File: config.mk
export PLATFORM = sky130hd
export DESIGN_NAME = pgate_mem_port
export DESIGN_NICKNAME = d
export VERILOG_FILES = /design/src/rtl/pgate_pkg.sv /design/src/rtl/pgate_supply_guard.sv /design/src/rtl/pgate_decode.sv /design/src/rtl/pgate_mem_port.sv
export SDC_FILE = /design/constraint.sdc
export NUM_CORES = 1
export LEC_CHECK = 0
export BUFFER_PORTS_ARGS = -buffer_cell sky130_fd_sc_hd__buf_2
export CAP_MARGIN = 40
export CORE_MARGIN = 1.5
export CORE_UTILIZATION = 43
export CTS_BUF_LIST = sky130_fd_sc_hd__clkbuf_2 sky130_fd_sc_hd__clkbuf_4 sky130_fd_sc_hd__clkbuf_8
export DETAILED_ROUTE_END_ITERATION = 10
export MAX_ROUTING_LAYER = met4
export PLACE_DENSITY = 0.95
export SETUP_SLACK_MARGIN = 0.2
export SYNTH_ARGS = -nofsm -noshare
export SYNTH_HDL_FRONTEND = slang
export SYNTH_HIERARCHICAL = 1
export SYNTH_SLANG_ARGS = --single-unit
File: constraint.sdc
create_clock -name clk -period 3.3 [get_ports clk]
set_clock_uncertainty 0.05 [all_clocks]
set_input_delay 0.165 -clock clk [delete_from_list [all_inputs] [get_ports clk]]
set_output_delay 0.165 -clock clk [all_outputs]
set_load 0.01 [all_outputs]
File: src/rtl/pgate_pkg.sv
package pgate_pkg;
  typedef enum logic {
    TGT_ARRAY = 1'b0,
    TGT_CLOCK = 1'b1
  } tgt_e;

  typedef struct packed {
    logic wr_array;
    logic wr_clock;
    logic drive;
  } strobe_t;
endpackage

File: src/rtl/pgate_supply_guard.sv
module pgate_supply_guard #(
  parameter int REC_CYCLES = 1000
) (
  input  logic clk,
  input  logic rst_n,
  input  logic pwr_ok,
  input  logic chip_sel,
  output logic acc_en,
  output logic por_n
);
  localparam int CNT_W = $clog2(REC_CYCLES + 1);
  localparam logic [CNT_W-1:0] LAST = CNT_W'(REC_CYCLES - 1);

  logic [CNT_W-1:0] cnt;
  logic             open_q;

  always_ff @(posedge clk or negedge rst_n) begin
    if (!rst_n) begin
      cnt    <= '0;
      open_q <= 1'b0;
    end else if (!pwr_ok) begin
      cnt    <= '0;
      open_q <= 1'b0;
    end else if (!open_q) begin
      if (cnt == LAST) open_q <= 1'b1;
      cnt <= cnt + 1'b1;
    end
  end

  // supply flag gates combinationally so a fault blocks in its own cycle
  assign acc_en = open_q & pwr_ok & chip_sel;
  assign por_n  = open_q;

  assert_por_low_after_fault_R5: assert property (@(posedge clk) disable iff (!rst_n)
    !pwr_ok |=> !por_n);

  assert_open_needs_supply_R6: assert property (@(posedge clk) disable iff (!rst_n)
    $rose(por_n) |-> $past(pwr_ok));

  assert_cnt_in_range_R7: assert property (@(posedge clk) disable iff (!rst_n)
    cnt <= CNT_W'(REC_CYCLES));
endmodule

File: src/rtl/pgate_decode.sv
module pgate_decode
  import pgate_pkg::*;
#(
  parameter int ADDR_W   = 13,
  parameter int CLK_REGS = 8
) (
  input  logic [ADDR_W-1:0] addr,
  input  logic              acc_en,
  input  logic              oe_n,
  input  logic              we_n,
  output tgt_e              tgt,
  output strobe_t           stb
);
  localparam int SEL_W = $clog2(CLK_REGS);

  logic in_top;

  generate
    if (SEL_W >= ADDR_W) begin : g_all_clock
      assign in_top = 1'b1;
    end else begin : g_top_window
      assign in_top = &addr[ADDR_W-1:SEL_W];
    end
  endgenerate

  always_comb begin
    tgt          = in_top ? TGT_CLOCK : TGT_ARRAY;
    stb.wr_array = acc_en & ~we_n & (tgt == TGT_ARRAY);
    stb.wr_clock = acc_en & ~we_n & (tgt == TGT_CLOCK);
    stb.drive    = acc_en & we_n & ~oe_n;
  end
endmodule

File: src/rtl/pgate_mem_port.sv
module pgate_mem_port
  import pgate_pkg::*;
#(
  parameter int ADDR_W     = 13,
  parameter int DATA_W     = 8,
  parameter int CLK_REGS   = 8,
  parameter int REC_CYCLES = 1000,
  localparam int SEL_W     = $clog2(CLK_REGS)
) (
  input  logic              clk,
  input  logic              rst_n,
  input  logic              pwr_ok,
  input  logic [ADDR_W-1:0] addr,
  input  logic [DATA_W-1:0] din,
  output logic [DATA_W-1:0] dout,
  output logic              dout_en,
  input  logic              ce_n,
  input  logic              ce2,
  input  logic              oe_n,
  input  logic              we_n,
  output logic              por_n,
  output logic [ADDR_W-1:0] ram_addr,
  output logic              ram_wr,
  input  logic [DATA_W-1:0] ram_rdata,
  output logic [SEL_W-1:0]  rtc_sel,
  output logic              rtc_wr,
  input  logic [DATA_W-1:0] rtc_rdata,
  output logic [DATA_W-1:0] st_wdata
);
  logic    acc_en;
  tgt_e    tgt;
  strobe_t stb;

  pgate_supply_guard #(.REC_CYCLES(REC_CYCLES)) u_guard (
    .clk      (clk),
    .rst_n    (rst_n),
    .pwr_ok   (pwr_ok),
    .chip_sel (~ce_n & ce2),
    .acc_en   (acc_en),
    .por_n    (por_n)
  );

  pgate_decode #(.ADDR_W(ADDR_W), .CLK_REGS(CLK_REGS)) u_dec (
    .addr   (addr),
    .acc_en (acc_en),
    .oe_n   (oe_n),
    .we_n   (we_n),
    .tgt    (tgt),
    .stb    (stb)
  );

  assign ram_addr = addr;
  assign rtc_sel  = addr[SEL_W-1:0];
  assign st_wdata = din;
  assign ram_wr   = stb.wr_array;
  assign rtc_wr   = stb.wr_clock;
  assign dout_en  = stb.drive;

  always_comb begin
    if (!stb.drive)            dout = '0;
    else if (tgt == TGT_CLOCK) dout = rtc_rdata;
    else                       dout = ram_rdata;
  end

  assert_single_target_R1: assert property (@(posedge clk) disable iff (!rst_n)
    !(ram_wr && rtc_wr));

  assert_chip_select_gate_R2: assert property (@(posedge clk) disable iff (!rst_n)
    (ce_n || !ce2) |-> !(ram_wr || rtc_wr || dout_en));

  assert_write_no_drive_R3: assert property (@(posedge clk) disable iff (!rst_n)
    !we_n |-> !dout_en);

  assert_supply_blocks_R5: assert property (@(posedge clk) disable iff (!rst_n)
    !pwr_ok |-> !(ram_wr || rtc_wr || dout_en));

  assert_lockout_blocks_R6: assert property (@(posedge clk) disable iff (!rst_n)
    !por_n |-> !(ram_wr || rtc_wr || dout_en));
endmodule

==> impl_metrics.tcl, run 1 <==
set metrics [dict create \
    avgSynthCellArea_um2 8.77 \
    finalWirelength_mm 2.07 \
    tns_ns 0 \
    hold_viol 0 \
    r2r-end "u_guard/cnt[5]$_DFFE_PN0P_" \
    power_frac_comb_pct 17.0 \
    synth_cell_types 29 \
    drc 0 \
    maxCapViolCount 0 \
    ant_nets 0 \
    ys_ff_latch 11 \
    critPathSlowestCell "dfrtp_1" \
    chipWidth_um 50.6 \
    p_int_mw 0.219 \
    place_hpwl_mm 1.63 \
    max-clock-path-buffers 2 \
    slew_viol_final 0 \
    crit_fanout 10 \
    drive_gt1_share_pct 42.7 \
    drtPass1Iterations 4 \
    power_leakage_nw 0.542 \
    cts_root_buf "clkbuf_4" \
    cts_tree "built" \
    critPathKind "reg2out" \
    critical-path-max-stage-delay_ns 0.52 \
    status "complete, no violations" \
    yosys_warnings 6 \
    setup_viol 0 \
    cp-end-kind "output port" \
    grt_usage_pct 17.4 \
    cts-resized-gates 0 \
    fmaxAchievable_ghz 0.512 \
    cts.htree.levels 1 \
    period_minus_slack_ns 1.95 \
    fin_nets 189 \
    grt_pass1_vias 815 \
    design.core.area_um2 2170 \
    netlist_area_um2 973 \
    grt_max_degree 13 \
    reg2reg_depth 3 \
    layout_common_cells "54 x buf_2, 13 x mux2i_1, 11 x dfrtp_1" \
    reg2reg_slack_ns 1.82 \
    startpoint_type "flip-flop" \
    max_slew_margin_pct 73.5 \
    core.rowCount 17 \
    gp_congestion 0.747 \
    r2r-start "u_guard/por_n$_DFF_PN0_" \
    fp.dieH_um 50.6 \
    power.density_nw_per_um2 265 \
    viasPerCell 5.05 \
    hold_start "pwr_ok" \
    vias 863 \
    start_util_pct 44.9 \
    synth_fp_nets 156 \
    max-vdd-ir-drop_uv 150 \
    rsz0062_at_grt "no" \
    pwr-share-seq_pct 47.8 \
    cts_inserted_buffers 3 \
    wire_per_inst_um 12.1 \
    required_ns 3.08 \
    worstPathCellList "and3_1 -> nand2_1 -> nor2_1 -> nor2b_1 -> buf_2" \
    power_frac_clock_pct 35.2 \
    antenna_found_initial 0 \
    grt_overflow 0 \
    holdPathStages 2 \
    p_sw_mw 0.0758 \
    arrival_ns 1.74 \
    cts.sink_count 11 \
    n_antenna_cell 0 \
    synthCells 111 \
    clk_latency_ns 0.28 \
    clk_pin_slew_worst_paths_ns 0.07 \
    syn_to_final_growth_pct 13.9 \
    p_sw_share_pct 25.7 \
    fin_crit_sh_pct 59.2 \
    port-buffer-count 54 \
    holdCritPathClass "in2reg" \
    drtIter0Drc 13 \
    die-area_um2 2560 \
    min_to "u_guard/por_n$_DFF_PN0_" \
    grt_pass1_wl_mm 3.34 \
    whs_ns 0.176 \
    worst_pin_slew_ns 0.392 \
    pin_count 80 \
    synth.yosys.seq_area_share_pct 28.3 \
    final_common_cell "buf_2" \
]
[power by group through the flow]
stage,Clock [mW],Sequential (mW),Combinational (mW)
floorplan,0,0.143,0.0445
global placement,0,0.143,0.0479
detailed placement,0,0.143,0.0497
CTS,0.108,0.140,0.0507
global route,0.112,0.141,0.0563
finish,0.104,0.141,0.0500
[layout make-up]
class | count | area [um2]
clock buffers | 4 | 30.0
fillers | 225 | 1060
inverters | 2 | 7.51
multi-input cells | 70 | 473
flip-flops and latches | 11 | 275
well taps | 28 | 35.0
repair buffers | 56 | 288
[sequential cells by signal (all words and copies together) (netlist names)]
register	cells
u_guard/por_n	1
u_guard/cnt	10
[per-layer routing]
layer / routed length (um) / vias up / global-route usage (%) / part of all wire [%]
li1: - / 418 / - / -
met2: 990 / 47 / 28.9 / 48
met1: 784 / 391 / 17.6 / 38
met5: 0 / - / - / 0
met3: 252 / 7 / 6.25 / 12
met4: 46 / 0 / 9.91 / 2.2
[Yosys cell counts]
cell type   n  area [um2]
nand2b_1    6        37.5
nor2b_1    10        62.6
dfrtp_1    11         275
xnor2_1     1        8.76
nor2_1      5        18.8
o21a_1      1        7.51
nor4_1      5        31.3
and2_4      1        8.76
buf_6       3        33.8
inv_2       1        3.75
nand4_1     3        18.8
clkbuf_1    1        3.75
nand3_1     2        10.0
nand4b_1    1        8.76
buf_4      24         180
ha_1        1        12.5
nor4b_1     1        8.76
nand2_1     9        33.8
mux2i_1    13         130
or4_1       1        7.51
inv_1       1        3.75
nor3_1      1        5.00
o21ai_0     1        5.00
o31ai_1     1        7.51
or3_1       1        6.26
xor2_1      2        17.5
and3_1      1        6.26
o311a_1     1        10.0
a21oi_1     2        10.0
[cells by family after synthesis]
logic type / after synthesis / synth area share [%]
compound gates: 6 / 4.11
simple gates: 47 / 27.1
fa+ha+maj: 1 / 1.29
flops: 11 / 28.3
buf+inv: 30 / 23.1
mux: 13 / 13.4
xor+xnor: 3 / 2.70
[stage by stage]
stage / util, % / std cells / instance area [um2] / worst slack [ns] / power (mW)
after floorplan: - / 111 / 973 / 1.74 / 0.187
after global routing: 51.1 / 171 / 1110 / 1.12 / 0.309
after detailed placement: 49.3 / 166 / 1070 / 1.66 / 0.193
after global placement: 49.3 / 166 / 1070 / 1.70 / 0.191
after CTS: 51.1 / 171 / 1110 / 1.34 / 0.299
final: 51.1 / 171 / 1110 / 1.35 / 0.294
[worst max-delay path by stage]
stage | cells past startpoint | endpoint | start | slack, ns
floorplan | 5 | dout[0] | u_guard/por_n$_DFF_PN0_ | 1.74
global placement | 5 | dout[2] | u_guard/por_n$_DFF_PN0_ | 1.70
detailed placement | 5 | dout[2] | u_guard/por_n$_DFF_PN0_ | 1.66
CTS | 5 | dout[2] | u_guard/por_n$_DFF_PN0_ | 1.34
global route | 5 | dout[6] | u_guard/por_n$_DFF_PN0_ | 1.12
finish | 5 | dout[2] | u_guard/por_n$_DFF_PN0_ | 1.35
[critical path: cells and delay by family (launching register included)]
family,cells,cell delay [ns]
buf+inv,1,0.14
flops,1,0.52
simple gates,4,0.81
[repair_timing]
action                    4_1_cts  5_1_grt
setup buffers                   0        0
hold endpoints to repair       11        0
hold buffers                    1        0
Power figures use the tool's default switching activity.
==> run 2, diff against run 1 <==
--- a/config.mk
+++ b/config.mk
@@ -8,11 +8,11 @@
 export BUFFER_PORTS_ARGS = -buffer_cell sky130_fd_sc_hd__buf_2
 export CAP_MARGIN = 40
 export CORE_MARGIN = 1.5
-export CORE_UTILIZATION = 43
+export CORE_UTILIZATION = 40
 export CTS_BUF_LIST = sky130_fd_sc_hd__clkbuf_2 sky130_fd_sc_hd__clkbuf_4 sky130_fd_sc_hd__clkbuf_8
 export DETAILED_ROUTE_END_ITERATION = 10
 export MAX_ROUTING_LAYER = met4
-export PLACE_DENSITY = 0.95
+export PLACE_DENSITY = 0.92
 export SETUP_SLACK_MARGIN = 0.2
 export SYNTH_ARGS = -nofsm -noshare
 export SYNTH_HDL_FRONTEND = slang
==> constraint.sdc (replaced) <==
create_clock -name clk -period 1.8 [get_ports clk]
set_clock_uncertainty 0.05 [all_clocks]
set_input_delay 0.09 -clock clk [delete_from_list [all_inputs] [get_ports clk]]
set_output_delay 0.09 -clock clk [all_outputs]
set_load 0.01 [all_outputs]
==> impl_metrics.tcl, run 2 (synthesis results as in run 1) <==
set metrics [dict create \
    grt_pass1_vias 805 \
    top_register "u_guard/cnt" \
    cts_inserted_buffers 3 \
    setup_viol 0 \
    wl_met2_mm 1.11 \
    syn_to_final_growth_pct 17.2 \
    max-vdd-ir-drop_uv 319 \
    fp.dieH_um 52.3 \
    placed_area_um2 1070 \
    viasPerCell 5.07 \
    utilization_pct 50.6 \
    gp_congestion 0.714 \
    cts.sink_count 11 \
    layout_common_cells "54 x buf_2, 13 x mux2i_1, 10 x nor2b_1, 10 x dfrtp_1, 8 x nand2_1" \
    period_minus_slack_ns 1.51 \
    fin_ws_ns 0.287 \
    ant_nets 0 \
    die-area_um2 2740 \
    start_util_pct 43.2 \
    cts.htree.levels 1 \
    status "complete, no violations" \
    wl_met3_um 250 \
    fmaxAchievable_ghz 0.661 \
    drive_gt1_share_pct 45.9 \
    port-buffer-count 54 \
    drc 0 \
    maxCapViolCount 0 \
    chipWidth_um 52.3 \
    rsz0062_at_grt "no" \
    design.core.area_um2 2250 \
    required_ns 1.66 \
    holdCritPathClass "in2reg" \
    antenna_found_initial 0 \
    wire_per_inst_um 12.3 \
    fin_cells 174 \
    largest_reg_flops 10 \
    wl_met1_um 769 \
    r2r-start "u_guard/por_n$_DFF_PN0_" \
    crit_fanout 4 \
    final_common_cell "buf_2" \
    worstPathCellList "and3_1 -> nand2_2 -> nor2_2 -> nor2b_1 -> buf_2" \
    worst_pin_slew_ns 0.391 \
    grt_usage_pct 16.0 \
    hold_start "pwr_ok" \
    fill_cells 230 \
    slew_viol_final 0 \
    pre_cts_slack_ns 0.240 \
    fin_nets 192 \
    arrival_ns 1.37 \
    drtPass1Iterations 4 \
    drtIter0Drc 32 \
    critical-path-max-stage-delay_ns 0.35 \
    multi_input_area_um2 489 \
    place_inst 166 \
    critPathKind "reg2out" \
    cp-end-kind "output port" \
    grt_pass1_wl_mm 3.12 \
    crit_start "u_guard/por_n$_DFF_PN0_" \
    cts_root_buf "clkbuf_4" \
    top_layer_used "met4" \
    clk_pin_slew_worst_paths_ns 0.06 \
    core.rowCount 17 \
    vias 883 \
    max_slew_margin_pct 73.6 \
    cts_tree "built" \
    power_leakage_nw 0.553 \
    place_hpwl_mm 1.73 \
    seqCellArea_um2 277 \
    clk_latency_ns 0.26 \
    grt_overflow 0 \
    grt_max_degree 13 \
    critPathSlowestCell "dfrtp_2" \
    n_antenna_cell 0 \
    hold_viol 0 \
    finalWirelength_mm 2.14 \
    power.density_nw_per_um2 466 \
    startpoint_type "flip-flop" \
    fin_crit_sh_pct 84.1 \
    final_area_um2 1140 \
    tns_ns 0 \
    pin_count 80 \
    max-clock-path-buffers 2 \
]
## run 2: cell types whose count changed in the layout (fill, tap and decap cells not counted)
cell,before,now
nand2_2,0,1
nand2_1,9,8
nor2_4,0,1
nor2_1,5,4
dfrtp_1,11,10
nor2_2,0,1
dfrtp_2,0,1
buf_4,1,3
## run 2: report_power, final
group          switching, mW  internal [mW]  leakage, nW
Sequential           0.00560          0.253        0.149
Combinational         0.0472         0.0473        0.385
Clock                 0.0779          0.101       0.0184
## run 2: cell type report
type,instances,share of cell area [%]
multi-input cells,71,42.9
repair buffers,58,26.5
flip-flops and latches,11,24.2
well taps,28,3.07
clock buffers,4,2.63
inverters,2,0.658
## run 2: final timing paths
path | end | slack [ns] | cells after the start
worst max-delay path | dout[3] | 0.29 | 5
worst min-delay path | u_guard/por_n$_DFF_PN0_ | 0.11 | 2
worst max register to register | u_guard/cnt[5]$_DFFE_PN0P_ | 0.30 | 4
worst min register to register | u_guard/cnt[8]$_DFFE_PN0P_ | 0.49 | 2
max in group asynchronous | u_guard/por_n$_DFF_PN0_ | 1.30 | 2
min in group asynchronous | u_guard/cnt[5]$_DFFE_PN0P_ | 0.17 | 2
## run 2: what timing repair did
action                     CTS  global route
pin swaps                    0             1
hold endpoints to repair    11             0
setup endpoints to repair    9             2
gates cloned                 0             1
setup buffers                2             0
hold buffers                 1             0
gates resized for setup      3             1
## run 2: metal layers
metal  vias up  track usage, %
li1        426               -
met1       398            14.2
met2        57            30.2
met3         2            5.71
met4         0            6.41
met5         -               -
## run 2: metrics by stage
step	hold slack [ns]	power [mW]
final	0.111	0.531
after global routing	0.106	0.574
after CTS	0.107	0.538
after detailed placement	-0.0773	0.355
after global placement	-0.0796	0.352
after floorplan	-0.256	0.343
## run 2: worst max-delay path: cells and delay by family (launching register included)
| family | cells | cell delay [ns] |
|---|---|---|
| buffers and inverters | 1 | 0.13 |
| DFF | 1 | 0.35 |
| and+or+nand+nor | 4 | 0.62 |
